===== src/rtl/octal_dac_pkg.sv =====
// Package: shared defaults and types for the octal DAC register interface.
// Assumes nothing beyond IEEE 1800-2017 packed types.
package octal_dac_pkg;

    localparam int unsigned DEF_CODE_W  = 14;
    localparam int unsigned DEF_NUM_CH  = 8;
    localparam int unsigned DEF_SYNC_ST = 2;

    // Strobe group carried through the synchroniser as one vector.
    typedef struct packed {
        logic cs_n;
        logic wr_n;
        logic load_n;
    } strobe_t;

    localparam strobe_t STROBE_IDLE = '{cs_n: 1'b1, wr_n: 1'b1, load_n: 1'b1};

    // Address width for a channel count, at least one bit.
    function automatic int unsigned addr_width(input int unsigned n);
        return (n > 1) ? $clog2(n) : 1;
    endfunction

endpackage


===== src/rtl/odac_sync.sv =====
// Module: odac_sync
// A multi-stage synchroniser chain for a vector of asynchronous inputs.
// Assumes the bits of a data vector are held stable by the sender while the
// strobe that qualifies them is active. Synchronous active-low reset.
module odac_sync #(
    parameter int unsigned W      = 1,
    parameter int unsigned STAGES = 2,
    parameter logic [W-1:0] RST_VAL = '0
) (
    input  logic         clk,
    input  logic         rst_n,
    input  logic [W-1:0] d,
    output logic [W-1:0] q
);

    logic [W-1:0] stage_q [STAGES];

    for (genvar s = 0; s < STAGES; s++) begin : g_stage
        if (s == 0) begin : g_first
            // First flop: sample the raw input.
            always_ff @(posedge clk) begin
                if (!rst_n) stage_q[s] <= RST_VAL;
                else        stage_q[s] <= d;
            end
        end else begin : g_next
            // Later flops: shift the previous stage forward.
            always_ff @(posedge clk) begin
                if (!rst_n) stage_q[s] <= RST_VAL;
                else        stage_q[s] <= stage_q[s-1];
            end
        end
    end

    assign q = stage_q[STAGES-1];

endmodule


===== src/rtl/odac_input_bank.sv =====
// Module: odac_input_bank
// Decodes the channel address of a detected write and holds the eight input
// registers. Assumes wr_evt is a single-cycle pulse. Addresses beyond NUM_CH-1
// select nothing.
module odac_input_bank #(
    parameter int unsigned NUM_CH = 8,
    parameter int unsigned CODE_W = 14,
    parameter int unsigned ADDR_W = 3
) (
    input  logic                       clk,
    input  logic                       rst_n,
    input  logic                       wr_evt,
    input  logic [ADDR_W-1:0]          wr_addr,
    input  logic [CODE_W-1:0]          wr_data,
    output logic [NUM_CH-1:0]          wr_sel,
    output logic [NUM_CH*CODE_W-1:0]   in_flat
);

    logic [CODE_W-1:0] in_q [NUM_CH];

    for (genvar c = 0; c < NUM_CH; c++) begin : g_ch
        // Decode: this channel is targeted by the current write.
        assign wr_sel[c] = wr_evt && (wr_addr == ADDR_W'(c));

        // Input register: capture bus data on a decoded write.
        always_ff @(posedge clk) begin
            if (!rst_n)         in_q[c] <= '0;
            else if (wr_sel[c]) in_q[c] <= wr_data;
        end

        assign in_flat[c*CODE_W +: CODE_W] = in_q[c];
    end

endmodule


===== src/rtl/odac_dac_bank.sv =====
// Module: odac_dac_bank
// Second register level. While load is active every DAC register copies its
// input register. A write in the same cycle forwards the new data directly.
module odac_dac_bank #(
    parameter int unsigned NUM_CH = 8,
    parameter int unsigned CODE_W = 14
) (
    input  logic                     clk,
    input  logic                     rst_n,
    input  logic                     load_act,
    input  logic [NUM_CH-1:0]        wr_sel,
    input  logic [CODE_W-1:0]        wr_data,
    input  logic [NUM_CH*CODE_W-1:0] in_flat,
    output logic [NUM_CH*CODE_W-1:0] dac_flat
);

    for (genvar c = 0; c < NUM_CH; c++) begin : g_ch
        logic [CODE_W-1:0] dac_q;

        // DAC register: forward fresh write data, else copy the input register.
        always_ff @(posedge clk) begin
            if (!rst_n)                      dac_q <= '0;
            else if (load_act && wr_sel[c])  dac_q <= wr_data;
            else if (load_act)               dac_q <= in_flat[c*CODE_W +: CODE_W];
        end

        assign dac_flat[c*CODE_W +: CODE_W] = dac_q;
    end

endmodule


===== src/rtl/odac_clear_flag.sv =====
// Module: odac_clear_flag
// Ground-select flag. It is set asynchronously by the clear input, held set
// through reset, and released by the clock once clear and reset are inactive.
module odac_clear_flag (
    input  logic clk,
    input  logic rst_n,
    input  logic clr_n,
    output logic gnd_sel
);

    // Flag register: asynchronous set from clear, synchronous set from reset.
    always_ff @(posedge clk or negedge clr_n) begin
        if (!clr_n)      gnd_sel <= 1'b1;
        else if (!rst_n) gnd_sel <= 1'b1;
        else             gnd_sel <= 1'b0;
    end

endmodule


===== src/rtl/octal_dac_regs.sv =====
// Module: octal_dac_regs (top)
// Double-buffered register interface for an eight-channel 14-bit converter.
// The bus strobes, address and data pass through a synchroniser. A write is
// detected on the rising edge of the synchronised write strobe while select
// was low. Load copies all input registers to the DAC registers. Clear raises
// the ground-select flag asynchronously and touches no register.
module octal_dac_regs
    import octal_dac_pkg::*;
#(
    parameter int unsigned NUM_CH      = DEF_NUM_CH,
    parameter int unsigned CODE_W      = DEF_CODE_W,
    parameter int unsigned SYNC_STAGES = DEF_SYNC_ST,
    localparam int unsigned ADDR_W     = addr_width(NUM_CH),
    localparam int unsigned BUS_W      = ADDR_W + CODE_W
) (
    input  logic                     clk,
    input  logic                     rst_n,
    input  logic                     bus_cs_n,
    input  logic                     bus_wr_n,
    input  logic [ADDR_W-1:0]        bus_addr,
    input  logic [CODE_W-1:0]        bus_data,
    input  logic                     load_n,
    input  logic                     clr_n,
    output logic [NUM_CH*CODE_W-1:0] ch_code,
    output logic                     out_gnd_sel
);

    strobe_t              strb_raw, strb_sync, strb_prev;
    logic [BUS_W-1:0]     bus_sync, bus_prev;
    logic                 wr_evt;
    logic                 load_sync;
    logic [NUM_CH-1:0]    wr_sel;
    logic [NUM_CH*CODE_W-1:0] in_flat;

    assign strb_raw = '{cs_n: bus_cs_n, wr_n: bus_wr_n, load_n: load_n};

    odac_sync #(.W($bits(strobe_t)), .STAGES(SYNC_STAGES), .RST_VAL(STROBE_IDLE)) u_strb_sync (
        .clk(clk), .rst_n(rst_n), .d(strb_raw), .q(strb_sync)
    );

    odac_sync #(.W(BUS_W), .STAGES(SYNC_STAGES), .RST_VAL('0)) u_bus_sync (
        .clk(clk), .rst_n(rst_n), .d({bus_addr, bus_data}), .q(bus_sync)
    );

    // Edge-detect history: previous synchronised strobes and bus values.
    always_ff @(posedge clk) begin
        if (!rst_n) begin
            strb_prev <= STROBE_IDLE;
            bus_prev  <= '0;
        end else begin
            strb_prev <= strb_sync;
            bus_prev  <= bus_sync;
        end
    end

    assign wr_evt    = strb_sync.wr_n && !strb_prev.wr_n && !strb_prev.cs_n;
    assign load_sync = !strb_sync.load_n;

    odac_input_bank #(.NUM_CH(NUM_CH), .CODE_W(CODE_W), .ADDR_W(ADDR_W)) u_in_bank (
        .clk(clk), .rst_n(rst_n), .wr_evt(wr_evt),
        .wr_addr(bus_prev[BUS_W-1 -: ADDR_W]), .wr_data(bus_prev[CODE_W-1:0]),
        .wr_sel(wr_sel), .in_flat(in_flat)
    );

    odac_dac_bank #(.NUM_CH(NUM_CH), .CODE_W(CODE_W)) u_dac_bank (
        .clk(clk), .rst_n(rst_n), .load_act(load_sync), .wr_sel(wr_sel),
        .wr_data(bus_prev[CODE_W-1:0]), .in_flat(in_flat), .dac_flat(ch_code)
    );

    odac_clear_flag u_clr_flag (
        .clk(clk), .rst_n(rst_n), .clr_n(clr_n), .gnd_sel(out_gnd_sel)
    );

endmodule


===== config.mk =====
export PLATFORM = sky130hd
export DESIGN_NAME = octal_dac_regs
export DESIGN_NICKNAME = d
export VERILOG_FILES = /design/src/rtl/octal_dac_pkg.sv /design/src/rtl/odac_sync.sv /design/src/rtl/odac_input_bank.sv /design/src/rtl/odac_dac_bank.sv /design/src/rtl/odac_clear_flag.sv /design/src/rtl/octal_dac_regs.sv
export SDC_FILE = /design/constraint.sdc
export NUM_CORES = 1
export LEC_CHECK = 0
export BUFFER_PORTS_ARGS = -buffer_cell sky130_fd_sc_hd__buf_2
export CORE_MARGIN = 4
export CORE_UTILIZATION = 51
export CTS_CLUSTER_SIZE = 10
export DETAILED_ROUTE_END_ITERATION = 10
export PLACE_DENSITY = 0.76
export SYNTH_ARGS = -nofsm -noshare
export SYNTH_HDL_FRONTEND = slang
export SYNTH_SLANG_ARGS = --single-unit

===== constraint.sdc =====
create_clock -name clk -period 2.4 [get_ports clk]
set_input_delay 0.6 -clock clk [delete_from_list [all_inputs] [get_ports clk]]
set_output_delay 0.6 -clock clk [all_outputs]
set_load 0.005 [all_outputs]

# Yosys cells after proc, flatten, opt, wreduce, memory -nomap -nowiden
# Memory sizes are Yosys's and may differ from the RTL's. A register that Yosys moved wholly into a read port is not among the register bits.
# Cells that the tools add are included.
# Widths: inputs -> output; s select.
# totals
elab_cells,102
ram_bits,152
rom_bits,0
in_bits,23
register_bits,3
output_inout_bits,113
latch_bits,0
n_memories,3
# op_classes
n_reduce_logical,31
n_eq_ne,15
multipliers,0
n_mux,38
n_bitwise,12
shift,0
n_lt_le_gt_ge,0
div,0
add_sub_neg,0
# memory_table
name,depth,width,rd,rd_clocked_by_memory_dff,write_ports,line_no,rtl
u_in_bank.in_q,8,14,8,8,8,odac_input_bank.sv:19,logic [CODE_W-1:0] in_q [NUM_CH];
u_bus_sync.stage_q,2,17,2,1,2,odac_sync.sv:16,logic [W-1:0] stage_q [STAGES];
u_strb_sync.stage_q,2,3,2,0,2,odac_sync.sv:16,
# op_table
operator,count
$mux 14,8
$mux 17,2
$mux 1,26
$logic_and 1x1->1,18
$ne 2x1->1 const B,8
$eq 3x3->1 const B,4
$logic_not 1->1,12
$or 1x1->1,12
$eq 3x2->1 const B,2
$mux 3,2
$eq 3x1->1 const B,1
$logic_not 3->1,1

# Longest topological paths before layout
# depth
word_depth,8
depth_mapped,5
mapped_depth_nobuf,3

# Cells and area by module
# Synthesis repeated with hierarchy kept, for this count alone.
# unflattened
hier_cells,921
hier_area_um2,10934.2
# modules_own_cells
module,seq_area_each_um2,instances,area_each_um2,cells_per_inst
odac_dac_bank,2242.2,1,5210.0,515
odac_input_bank,3363.2,1,4063.9,280
odac_sync at u_bus_sync,680.7,1,950.9,71
octal_dac_regs,380.4,1,521.8,41
odac_sync at u_strb_sync,120.1,1,157.7,12
odac_clear_flag,26.3,1,30.0,2

# Worst setup path before layout
# No wires, ideal clock.
# synth_timing
kind,register to register
startpoint,reg bus_prev[14] (read register of u_bus_sync.stage_q)
endpoint,"mem u_in_bank.in_q[4][0], enable pin"
required_ns,1.996
stages_incl_launch_ff,5
n_path_buf,2
setup_ns,0.404
arrival_time_ns,2.076
path_slack_ns,-0.081
period_less_slack_ns,2.481
cell_sequence,dfxtp_1 or2_2 buf_2 clkbuf_1 o21ai_0
# synth_lines
element,line_no,rtl
from (decl),octal_dac_regs.sv:29,"logic [BUS_W-1:0] bus_sync, bus_prev;"
to (decl),odac_input_bank.sv:19,

# Worst setup path in the final report
# layout_timing
startpoint,reg bus_prev[16] (read register of u_bus_sync.stage_q)
endpoint,reg u_dac_bank.g_ch[3].dac_q[7] (read register of u_in_bank.in_q)
# layout_via
elab_chain_cells,4
# layout_rtl
element,line_no,rtl
$eq 3x2->1,odac_input_bank.sv:23,assign wr_sel[c] = wr_evt && (wr_addr == ADDR_W'(c));
$logic_and 1x1->1,odac_input_bank.sv:23,
$logic_and 1x1->1,odac_dac_bank.sv:23,else if (load_act && wr_sel[c]) dac_q <= wr_data;
$ne 2x1->1 (no line),-,
to (decl),odac_dac_bank.sv:18,logic [CODE_W-1:0] dac_q;
# No other way between the ends.
# A chain may end at the register's enable or synchronous reset.

==> metrics.txt <==
dpl cells=approximately 1300; final worst slack=approximately 0.43 ns; HPWL Detailed=approximately 15000 um; Reg clk slew, reported paths=around 0.050 ns; Via density=around 6; wire per inst=between 15 and 20 um; max-slew violations=0; row count=50; Slowest-stage cell, CP=or4b_2; Worst-Margin Slew=between 1 and 1.5 ns; sequential share of the synthesized area=59.7%; final WL=roughly 26000 um; Mapped Nets=around 1100; MaxCap Viol Count=0; core area=between 15000 and 20000 um2; fillers=between 1500 and 2000; synthesized cell area=slightly below 10000 um2; largest fanout on the critical path=56; top cell type's share of synthesized area=55.1%; Highest Clock Rate=roughly 500 MHz; Final period util=82.0%; CP Cell Sequence=or4b_2 > buf_4 > o21ai_1 > a31oi_1; largest net degree at the start of global routing=~120; Layout area overhead=17.7%; Yosys Warn Count=0; # IOs=around 140; cell family with most CP delay=simple AND/OR/NAND/NOR gates; Async SR Flop Fraction=0.352%; Seq cells post-synth=284; clock sink count=284; Worst Path Required=2.72 ns; Hold Vio Cnt, Final=0; Initial DRC Count=just over 900; DRT Pass-1 Iters=5; post-synth top area cell=dfxtp_1; synth unique cells=26; chip height=roughly 150 um; Final Wtd Congestion=about 0.77; WP buf/inv=1; TritonCTS clock tree=done; fin cells=1362; Final Setup Violations=0; EDFF count, synth=14; Initial Util=between 50 and 60%; Power, Total=9.92 mW; Main synth FF type=dfxtp_1; setup bufs post-CTS=0; Seq. cell area=roughly 6000 um2; TNS Setup=0 ns; CTS Buffer Depth=3; post-route ant nets=0; area of the multi-input gates=~3400 um2; minimum clock period=a little under 2 ns; TritonCTS Buffers=34; largest cells by area after synthesis=dfxtp_1, o21ai_0, a31oi_1, a21oi_1, nand3_1; final routed DRC violation total=0; initial antenna violation count=0; clock root buffer=clkbuf_16; Post-Place Cell Area=~11000 um2; cells resized by post-CTS repair=0; Synth Instances=approximately 1000; leak pwr=4.47 nW; Worst EP arrival=between 2 and 2.5 ns; Crit path largest cell delay=roughly 0.66 ns; CTS H-tree lvls=2; Final nets=between 1000 and 1500; worst hold path class=input pin to asynchronous set/reset pin; slew margin rel.=roughly 32%; layout cell share with drive strength beyond 1=a little under a fifth; PwrDens=roughly 860 nW/um2; status=complete, no violations; DIE WIDTH=roughly 150 um; Place WS=between 0.4 and 0.5 ns; DR vias=around 8200; Tot GR Track Use=23.3%; total grt overflow=0; CP Capture Type=flip-flop; critical path class=flip-flop to flip-flop; Die Area=about 21000 um2; Clock Latency Late Sink=0.50 ns; skew final=0.0142 ns; vias in the first global route=about 8000; IR Drop Worst-Case VDD=about 480 uV; global-route wire length before repair=a little over 40000 um; hold buffers post-CTS=0; most frequent cell after synthesis=dfxtp_1; final instance area=~11000 um2; IO Port Bufs=roughly 140; synthesized area per cell=9.44 um2; RSZ-0062 raised after global routing=false; # diodes=0; startpoint types=flip-flop; synth cell count leaders=dfxtp_1, o21ai_0, a21oi_1, a31oi_1, nand3_1
[path summary, 6_finish.rpt]
path | startpoint | to | slack (ns) | cells after the start
max in group asynchronous | clr_n | u_clr_flag.gnd_sel | 2.35 | 1
min | clr_n | u_clr_flag.gnd_sel | 0.03 | 1
min in group clk | load_n | u_strb_sync.stage_q[0][0] | 0.28 | 2
max | bus_prev[16] | u_dac_bank.g_ch[3].dac_q[7] | 0.43 | 4
min reg2reg | u_strb_sync.stage_q[0][2] | u_strb_sync.stage_q[1][2] | 0.40 | 1
max reg2reg | bus_prev[16] | u_dac_bank.g_ch[3].dac_q[7] | 0.43 | 4
[logic make-up after synthesis]
group / synth area share, %
flops: 59.7
compound gates: 24.4
simple gates: 10.6
buf+inv: 5.20
[stage by stage]
stage | hold WS (ns) | util (%)
2_1_floorplan | 0.386 | -
3_3_place_gp | 0.389 | 56.2
3_5_place_dp | 0.400 | 56.2
4_1_cts | 0.0133 | 61.3
5_1_grt | 0.0200 | 61.3
6_report | 0.0272 | 61.3
[worst reg2reg max path, stage by stage (launching register included)]
cell and delay [ns]:
dfxtp_1 0.34, or4b_2 0.66, buf_4 0.33, o21ai_1 0.33, a31oi_1 0.13
[routing by layer]
layer,GRT usage (%),share of wire [%],vias up
met1,31.8,43,3869
met4,10.1,3.9,0
met3,3.94,7.5,68
li1,-,-,3900
met5,0,0,-
met2,36.8,46,352
[layout by cell type, fill, tap and decap left out, drive strengths merged]
cell,n
a21oi,112
a31oi,112
and2,52
and3,14
and4bb,1
buf,164
clkbuf,44
clkinv,1
clkinvlp,1
dfstp,1
dfxtp,269
edfxtp,14
inv,1
nand2,1
nand2b,10
nand3,98
nand4bb,1
nor2,2
nor2b,2
nor4b,1
o21ai,225
or2,1
or4b,1
[cell type report]
type / instances / share of cell area [%]
tap: 234 / 2.55
clock buffer: 44 / 8.28
multi-input combinational: 633 / 30.0
sequential: 284 / 50.7
clock inverter: 1 / 0.0653
timing repair buffer: 164 / 8.34
inverter: 2 / 0.0979
[flip-flops by register name, summed over array words and instances (netlist names)]
name                   cells
u_strb_sync.stage_q        6
u_dac_bank.g_ch.dac_q    112
u_clr_flag.gnd_sel         1
strb_prev                  2
bus_prev                  17
u_bus_sync.stage_q        34
u_in_bank.in_q           112
[where the power goes]
group          total [mW]  leakage [nW]  switching (mW)  internal, mW
Sequential           5.00          2.35           0.100          4.90
Clock                4.50         0.464            1.76          2.74
Combinational       0.423          1.66           0.251         0.172
Power figures use the tool's default switching activity.
